$ cat config.mk
export PLATFORM = sky130hd
export DESIGN_NAME = sddma_top
export DESIGN_NICKNAME = d
export VERILOG_FILES = /design/src/rtl/sddma_pkg.sv /design/src/rtl/sddma_chan.sv /design/src/rtl/sddma_top.sv
export SDC_FILE = /design/constraint.sdc
export NUM_CORES = 1
export LEC_CHECK = 0
export ABC_AREA = 1
export BUFFER_PORTS_ARGS = -buffer_cell sky130_fd_sc_hd__buf_4
export CAP_MARGIN = 20
export CELL_PAD_IN_SITES_DETAIL_PLACEMENT = 0
export CELL_PAD_IN_SITES_GLOBAL_PLACEMENT = 1
export CORE_UTILIZATION = 33
export DETAILED_ROUTE_END_ITERATION = 8
export PLACE_DENSITY_LB_ADDON = 0.12
export SETUP_SLACK_MARGIN = 0.1
export SLEW_MARGIN = 25
export SYNTH_ARGS = -nofsm -noshare
export SYNTH_HDL_FRONTEND = slang
export SYNTH_HIERARCHICAL = 1
export SYNTH_SLANG_ARGS = --single-unit
$ cat constraint.sdc
create_clock -name clk -period 6.9 [get_ports clk]
set_clock_uncertainty 0.2 [all_clocks]
set_input_delay 1.38 -clock clk [delete_from_list [all_inputs] [get_ports clk]]
set_output_delay 1.38 -clock clk [all_outputs]
set_load 0.01 [all_outputs]
$ cat src/rtl/sddma_pkg.sv
`timescale 1ns/1ps
package sddma_pkg;
  // register byte offsets seen by software
  localparam logic [11:0] OFS_MODE     = 12'h820;
  localparam logic [11:0] OFS_CTRL     = 12'h828;
  localparam logic [11:0] OFS_HOLD     = 12'h830;
  localparam logic [11:0] OFS_DONE     = 12'h840;
  localparam logic [11:0] OFS_DONE_MSK = 12'h848;
  localparam logic [11:0] OFS_FAIL     = 12'h850;
  localparam logic [11:0] OFS_FAIL_MSK = 12'h858;
  localparam logic [11:0] OFS_ADDR     = 12'h880;

  typedef enum logic [1:0] {CS_IDLE, CS_MEM, CS_FIFO} chan_state_e;
endpackage

$ cat src/rtl/sddma_chan.sv
`timescale 1ns/1ps
module sddma_chan
  import sddma_pkg::*;
#(
  parameter bit TO_CARD = 1'b1,
  parameter int AW      = 32,
  parameter int CW      = 38
) (
  input  logic          clk,
  input  logic          rst,
  input  logic          run,
  input  logic          start,
  input  logic          inc,
  input  logic [AW-1:0] base,
  input  logic [CW-1:0] beats,
  output logic          done,
  output logic          fail,
  output logic          mem_req,
  output logic          mem_we,
  output logic [AW-1:0] mem_addr,
  output logic [63:0]   mem_wdata,
  input  logic          mem_ack,
  input  logic          mem_err,
  input  logic [63:0]   mem_rdata,
  input  logic          in_valid,
  output logic          in_ready,
  input  logic [63:0]   in_data,
  output logic          out_valid,
  input  logic          out_ready,
  output logic [63:0]   out_data
);
  chan_state_e   st;
  logic [AW-1:0] addr_q;
  logic [CW-1:0] left_q;
  logic [63:0]   data_q;
  logic          inc_q;
  logic          last_beat;
  logic          beat_fin;
  logic          launch;

  assign last_beat = (left_q == CW'(1));
  assign launch    = run && (st == CS_IDLE) && start;

  always_comb begin
    if (TO_CARD) beat_fin = run && (st == CS_FIFO) && out_ready;
    else         beat_fin = run && (st == CS_MEM) && mem_ack && !mem_err;
  end

  // control state
  always_ff @(posedge clk) begin
    done <= 1'b0;
    fail <= 1'b0;
    if (rst || !run) begin
      st <= CS_IDLE;
    end else begin
      case (st)
        CS_IDLE: if (start) begin
          if (base[2:0] != 3'd0)  fail <= 1'b1;
          else if (beats == '0)   done <= 1'b1;
          else                    st   <= TO_CARD ? CS_MEM : CS_FIFO;
        end
        CS_MEM: begin
          if (mem_err) begin
            fail <= 1'b1;
            st   <= CS_IDLE;
          end else if (mem_ack) begin
            if (TO_CARD) st <= CS_FIFO;
            else begin
              done <= last_beat;
              st   <= last_beat ? CS_IDLE : CS_FIFO;
            end
          end
        end
        CS_FIFO: begin
          if (TO_CARD && out_ready) begin
            done <= last_beat;
            st   <= last_beat ? CS_IDLE : CS_MEM;
          end else if (!TO_CARD && in_valid) begin
            st <= CS_MEM;
          end
        end
        default: st <= CS_IDLE;
      endcase
    end
  end

  // datapath, no reset needed
  always_ff @(posedge clk) begin
    if (launch) begin
      addr_q <= base;
      left_q <= beats;
      inc_q  <= inc;
    end else if (beat_fin) begin
      left_q <= left_q - CW'(1);
      addr_q <= addr_q + (inc_q ? AW'(8) : AW'(0));
    end
    if (TO_CARD && st == CS_MEM && mem_ack)
      data_q <= mem_rdata;
    else if (!TO_CARD && st == CS_FIFO && in_valid)
      data_q <= in_data;
  end

  assign mem_req   = (st == CS_MEM);
  assign mem_we    = !TO_CARD;
  assign mem_addr  = addr_q;
  assign mem_wdata = data_q;
  assign in_ready  = !TO_CARD && (st == CS_FIFO);
  assign out_valid = TO_CARD && (st == CS_FIFO);
  assign out_data  = data_q;
endmodule

$ cat src/rtl/sddma_top.sv
`timescale 1ns/1ps
module sddma_top
  import sddma_pkg::*;
#(
  parameter int AW        = 32,
  parameter int BLK_BYTES = 512
) (
  input  logic          clk,
  input  logic          rst,
  input  logic          reg_we,
  input  logic          reg_re,
  input  logic [11:0]   reg_addr,
  input  logic [63:0]   reg_wdata,
  output logic [63:0]   reg_rdata,
  input  logic [31:0]   blk_cnt,
  output logic          mem_req,
  output logic          mem_we,
  output logic [AW-1:0] mem_addr,
  output logic [63:0]   mem_wdata,
  input  logic          mem_ack,
  input  logic          mem_err,
  input  logic [63:0]   mem_rdata,
  output logic          tx_valid,
  input  logic          tx_ready,
  output logic [63:0]   tx_data,
  input  logic          rx_valid,
  output logic          rx_ready,
  input  logic [63:0]   rx_data,
  output logic          irq
);
  localparam int BEATS_PER_BLK = BLK_BYTES / 8;
  localparam int CW            = 32 + $clog2(BEATS_PER_BLK + 1);

  logic          mode_ch, mode_inc;
  logic [1:0]    mode_bw;
  logic [AW-1:0] addr_q;
  logic [1:0]    keep_q, end_q, err_q, end_msk, err_msk;
  logic [1:0]    start_v, done_v, fail_v, req_v, we_v, ack_v, err_v;
  logic [AW-1:0] maddr_v [2];
  logic [63:0]   mwdata_v [2];
  logic [CW-1:0] beats;
  logic          go, lock_q, own_q, sel;
  logic          unused_rdy0, unused_vld1, unused_wdata;
  logic [63:0]   unused_dat1;

  assign unused_wdata = ^reg_wdata;
  assign beats   = CW'(blk_cnt) * CW'(BEATS_PER_BLK);
  assign go      = reg_we && (reg_addr == OFS_CTRL) && reg_wdata[0];
  assign start_v = go ? (mode_ch ? 2'b10 : 2'b01) : 2'b00;

  // software-visible state
  always_ff @(posedge clk) begin
    if (rst) begin
      mode_ch  <= 1'b0;
      mode_inc <= 1'b0;
      mode_bw  <= 2'd0;
      addr_q   <= '0;
      keep_q   <= 2'b11;
      end_q    <= 2'b00;
      err_q    <= 2'b00;
      end_msk  <= 2'b11;
      err_msk  <= 2'b11;
      irq      <= 1'b0;
    end else begin
      if (reg_we && reg_addr == OFS_MODE) begin
        mode_ch  <= reg_wdata[16];
        mode_bw  <= reg_wdata[5:4];
        mode_inc <= reg_wdata[0];
      end
      if (reg_we && reg_addr == OFS_ADDR)     addr_q  <= reg_wdata[AW-1:0];
      if (reg_we && reg_addr == OFS_HOLD)     keep_q  <= reg_wdata[9:8];
      if (reg_we && reg_addr == OFS_DONE_MSK) end_msk <= reg_wdata[17:16];
      if (reg_we && reg_addr == OFS_FAIL_MSK) err_msk <= reg_wdata[17:16];
      end_q <= ((reg_we && reg_addr == OFS_DONE) ? reg_wdata[17:16] : end_q) | done_v;
      err_q <= ((reg_we && reg_addr == OFS_FAIL) ? reg_wdata[17:16] : err_q) | fail_v;
      irq   <= |((end_q & ~end_msk) | (err_q & ~err_msk));
    end
  end

  always_ff @(posedge clk) begin
    if (rst) reg_rdata <= '0;
    else if (reg_re) begin
      case (reg_addr)
        OFS_MODE:     reg_rdata <= {47'd0, mode_ch, 10'd0, mode_bw, 3'd0, mode_inc};
        OFS_HOLD:     reg_rdata <= {32'd0, 22'h3F_FFFF, keep_q, 8'hFF};
        OFS_DONE:     reg_rdata <= {46'd0, end_q, 16'd0};
        OFS_DONE_MSK: reg_rdata <= {46'd0, end_msk, 16'd0};
        OFS_FAIL:     reg_rdata <= {46'd0, err_q, 16'd0};
        OFS_FAIL_MSK: reg_rdata <= {46'd0, err_msk, 16'd0};
        OFS_ADDR:     reg_rdata <= 64'(addr_q);
        default:      reg_rdata <= '0;
      endcase
    end
  end

  // shared memory port: channel 0 first, owner locked while a request waits
  assign sel       = lock_q ? own_q : !req_v[0];
  assign mem_req   = req_v[sel];
  assign mem_we    = we_v[sel];
  assign mem_addr  = maddr_v[sel];
  assign mem_wdata = mwdata_v[sel];
  assign ack_v     = sel ? {mem_ack, 1'b0} : {1'b0, mem_ack};
  assign err_v     = sel ? {mem_err, 1'b0} : {1'b0, mem_err};

  always_ff @(posedge clk) begin
    lock_q <= !rst && mem_req && !mem_ack && !mem_err;
    own_q  <= sel;
  end

  sddma_chan #(.TO_CARD(1'b1), .AW(AW), .CW(CW)) u_ch0 (
    .clk(clk), .rst(rst), .run(keep_q[0]), .start(start_v[0]), .inc(mode_inc),
    .base(addr_q), .beats(beats), .done(done_v[0]), .fail(fail_v[0]),
    .mem_req(req_v[0]), .mem_we(we_v[0]), .mem_addr(maddr_v[0]),
    .mem_wdata(mwdata_v[0]), .mem_ack(ack_v[0]), .mem_err(err_v[0]),
    .mem_rdata(mem_rdata), .in_valid(1'b0), .in_ready(unused_rdy0),
    .in_data(64'd0), .out_valid(tx_valid), .out_ready(tx_ready), .out_data(tx_data)
  );

  sddma_chan #(.TO_CARD(1'b0), .AW(AW), .CW(CW)) u_ch1 (
    .clk(clk), .rst(rst), .run(keep_q[1]), .start(start_v[1]), .inc(mode_inc),
    .base(addr_q), .beats(beats), .done(done_v[1]), .fail(fail_v[1]),
    .mem_req(req_v[1]), .mem_we(we_v[1]), .mem_addr(maddr_v[1]),
    .mem_wdata(mwdata_v[1]), .mem_ack(ack_v[1]), .mem_err(err_v[1]),
    .mem_rdata(mem_rdata), .in_valid(rx_valid), .in_ready(rx_ready),
    .in_data(rx_data), .out_valid(unused_vld1), .out_ready(1'b0), .out_data(unused_dat1)
  );
endmodule

==> key figures <==
Run status
  • Status: complete, no violations

Critical path
  • Crit path max-delay family: buffers and inverters
  • R2R depth: 9
  • Worst flop-to-flop path startpoint: u_ch0/st[0]$_SDFFE_PP0P_
  • CP Launch Type: register
  • RR Endpoint: u_ch1/mem_addr[27]$_DFFE_PP_
  • Worst Path Class, Setup: register to primary output
  • Worst path required time: around 5300 ps
  • CP max stage cell: clkinv_2
  • Crit Path Max Fanout: 58
  • Largest stage delay, worst path: 690 ps
  • Crit path depth: 9
  • Cell chain of the critical path: inv_1 -> nor2_1 -> or2_2 -> nand2_4 -> clkinv_2 -> buf_4 -> nand2_1 -> nand2_1 -> buf_4
  • Crit path to: mem_addr[6]
  • Worst setup path start: u_ch0/st[0]$_SDFFE_PP0P_
  • R2r setup slk: 2560 ps
  • Critical path buffers and inverters: 4
  • Crit path DAT: 3350 ps
  • Crit path capture type: primary output

Clock network
  • H-tree levels: 2
  • Clock Sinks: 361
  • CTS Root Buffer Type: clkbuf_16
  • Setup Buffers After CTS: 0
  • Hold Buf Count CTS: 0
  • CTS tree: done
  • # resized after CTS: 0
  • Worst skew pair latency: around 600 ps
  • Clock transition at the registers of the reported paths: 60 ps
  • Number of buffers created by CTS: 45
  • Bufs on Longest Clock Path: 3

Pwr
  • Sequential power share: between 40% and 50%
  • Cell-internal power: between 4 and 5 mW
  • Comb power frac: 21.8%
  • Net Switching: between 1.5 and 2 mW
  • Power Density: around 240 nW/um2
  • Power Total: about 6 mW
  • Clock Power Share: 37.0%
  • Max VDD drop: roughly 0.2 mV
  • Leak Pwr: 10.3 nW
  • Net Sw Frac: 30.4%

Floorplanning
  • Row count: 90
  • Core area: ~60000 um2
  • Die area: approximately 62000 um2
  • Total I/O pin count: 473
  • Starting density of the core: 33.4%
  • Die width: 249 um
  • Die Y: 249 um

Global routing
  • First-pass GRT wire length: 101 mm
  • Largest net degree at the start of global routing: 98
  • Antenna violations before repair: 0
  • Grt total ovfl: 0
  • Tot GR Track Use: 21.1%
  • Vias in the first global route: 17300

Min path
  • Hold Crit Class: register to register

STA
  • Final Max Slew Viols: 0
  • Hold slack: 246 ps
  • Maximum clock rate: 203 MHz
  • Setup_tns: 0 ps
  • Final Setup Violations: 0
  • Period utilization: 71.5%
  • Final min period: 4930 ps
  • Slew HR: 35.3%
  • Slack of the critical path: 1970 ps
  • Final hold violation count: 0
  • RSZ-0062 raised after global routing: no
  • Actual slew at the worst max-slew pin: 966 ps

Cells and area
  • Area growth syn-to-layout: 22.8%
  • FF/Latch Area: 9950 um2
  • FILL cells: 6215
  • Most frequent cells in the layout: 949 x nand2_1, 419 x buf_4, 287 x nor2_1
  • Share of layout cells above drive strength 1: 21.4%
  • Most common cell after layout, fill and taps aside: nand2_1
  • Final nets: 3124
  • Antenna Cells: 0
  • Filler-free cell count of the finished design: about 3700
  • Area taken by multi-input logic gates: between 8000 and 9000 um2

Detailed routing
  • Via count: around 17000
  • Post-DRT Antenna Nets: 0
  • Pre-Repair DR Iteration Count: 5
  • Vias/cell: 4.69
  • WL per Instance: 18.0 um
  • Drt total wl: 66.4 mm
  • Post-route DRC: 0
  • Iter 0 DRT Violations: 1102

Place
  • DP Worst Slack: roughly 1800 ps
  • # placed instances: 3606
  • Post-DP HPWL: 49.4 mm
  • # port buffers: 408
  • Routability cong.: ~0.87

Job
  • MaxCap Viol Count: 0

Synth
  • Cells after synthesis: 2523
  • Mapped cell area: 20200 um2
  • Yosys warns: 6
  • Avg Synthesized Cell Area: ~8.0 um2
==> through the flow <==
step	util, %	area (um2)
2_1_floorplan	-	20400
3_3_place_gp	38.8	23400
3_5_place_dp	38.8	23400
4_1_cts	41.0	24800
5_1_grt	41.1	24800
6_report	41.1	24800
==> flip-flops by register name, indices dropped and copies added, names as in the netlist, 32 cells and up <==
register / flops
addr_q: 32
reg_rdata: 32
u_ch0/left_q: 39
u_ch0/mem_addr: 32
u_ch0/mem_wdata: 64
u_ch1/left_q: 39
u_ch1/mem_addr: 32
u_ch1/mem_wdata: 64
==> layer usage <==
layer  global-route usage (%)  vias to the layer above  wire length (um)
li1                         -                     8699                 -
met1                     26.1                     8061             28300
met2                     37.5                      438             33300
met3                     3.67                       95              3170
met4                     6.08                        0              1680
met5                        0                        -                 0
==> final cells by class <==
| class | count | area share, % |
|---|---|---|
| multi-input combinational | 1857 | 34.8 |
| clock inverter | 13 | 0.363 |
| tap | 782 | 3.95 |
| clock buffer | 67 | 5.14 |
| inverter | 186 | 2.83 |
| sequential | 361 | 40.1 |
| timing repair buffer | 421 | 12.8 |
==> worst register-to-register path: stages (launching register included) <==
cell,delay [ps]
dfxtp_1,340
inv_1,160
nor2_1,100
or2_2,330
nand2_4,100
clkinv_2,690
nor2_1,410
nand3_1,170
o21ai_4,770
buf_4,650
==> power by group through the flow <==
stage / logic [mW] / registers, mW / clock network [mW]
final: 1.32 / 2.49 / 2.23
after global routing: 1.45 / 2.49 / 2.38
after CTS: 1.35 / 2.49 / 2.31
after detailed placement: 1.34 / 2.53 / 0
after global placement: 1.35 / 2.53 / 0
after floorplan: 0.682 / 2.51 / 0
==> worst min-delay path by stage <==
stage	slack, ps	depth (start not counted)	end	startpoint
floorplan	220	2	err_q[1]$_SDFF_PP0_	u_ch1/fail$_SDFF_PP0_
global placement	240	2	err_q[1]$_SDFF_PP0_	u_ch1/fail$_SDFF_PP0_
detailed placement	240	2	err_q[1]$_SDFF_PP0_	u_ch1/fail$_SDFF_PP0_
CTS	250	2	err_q[1]$_SDFF_PP0_	u_ch1/fail$_SDFF_PP0_
global route	270	2	mode_bw[0]$_SDFFE_PP0P_	mode_bw[0]$_SDFFE_PP0P_
finish	250	2	err_q[1]$_SDFF_PP0_	u_ch1/fail$_SDFF_PP0_
No activity file was read; power rests on OpenSTA's default activity.
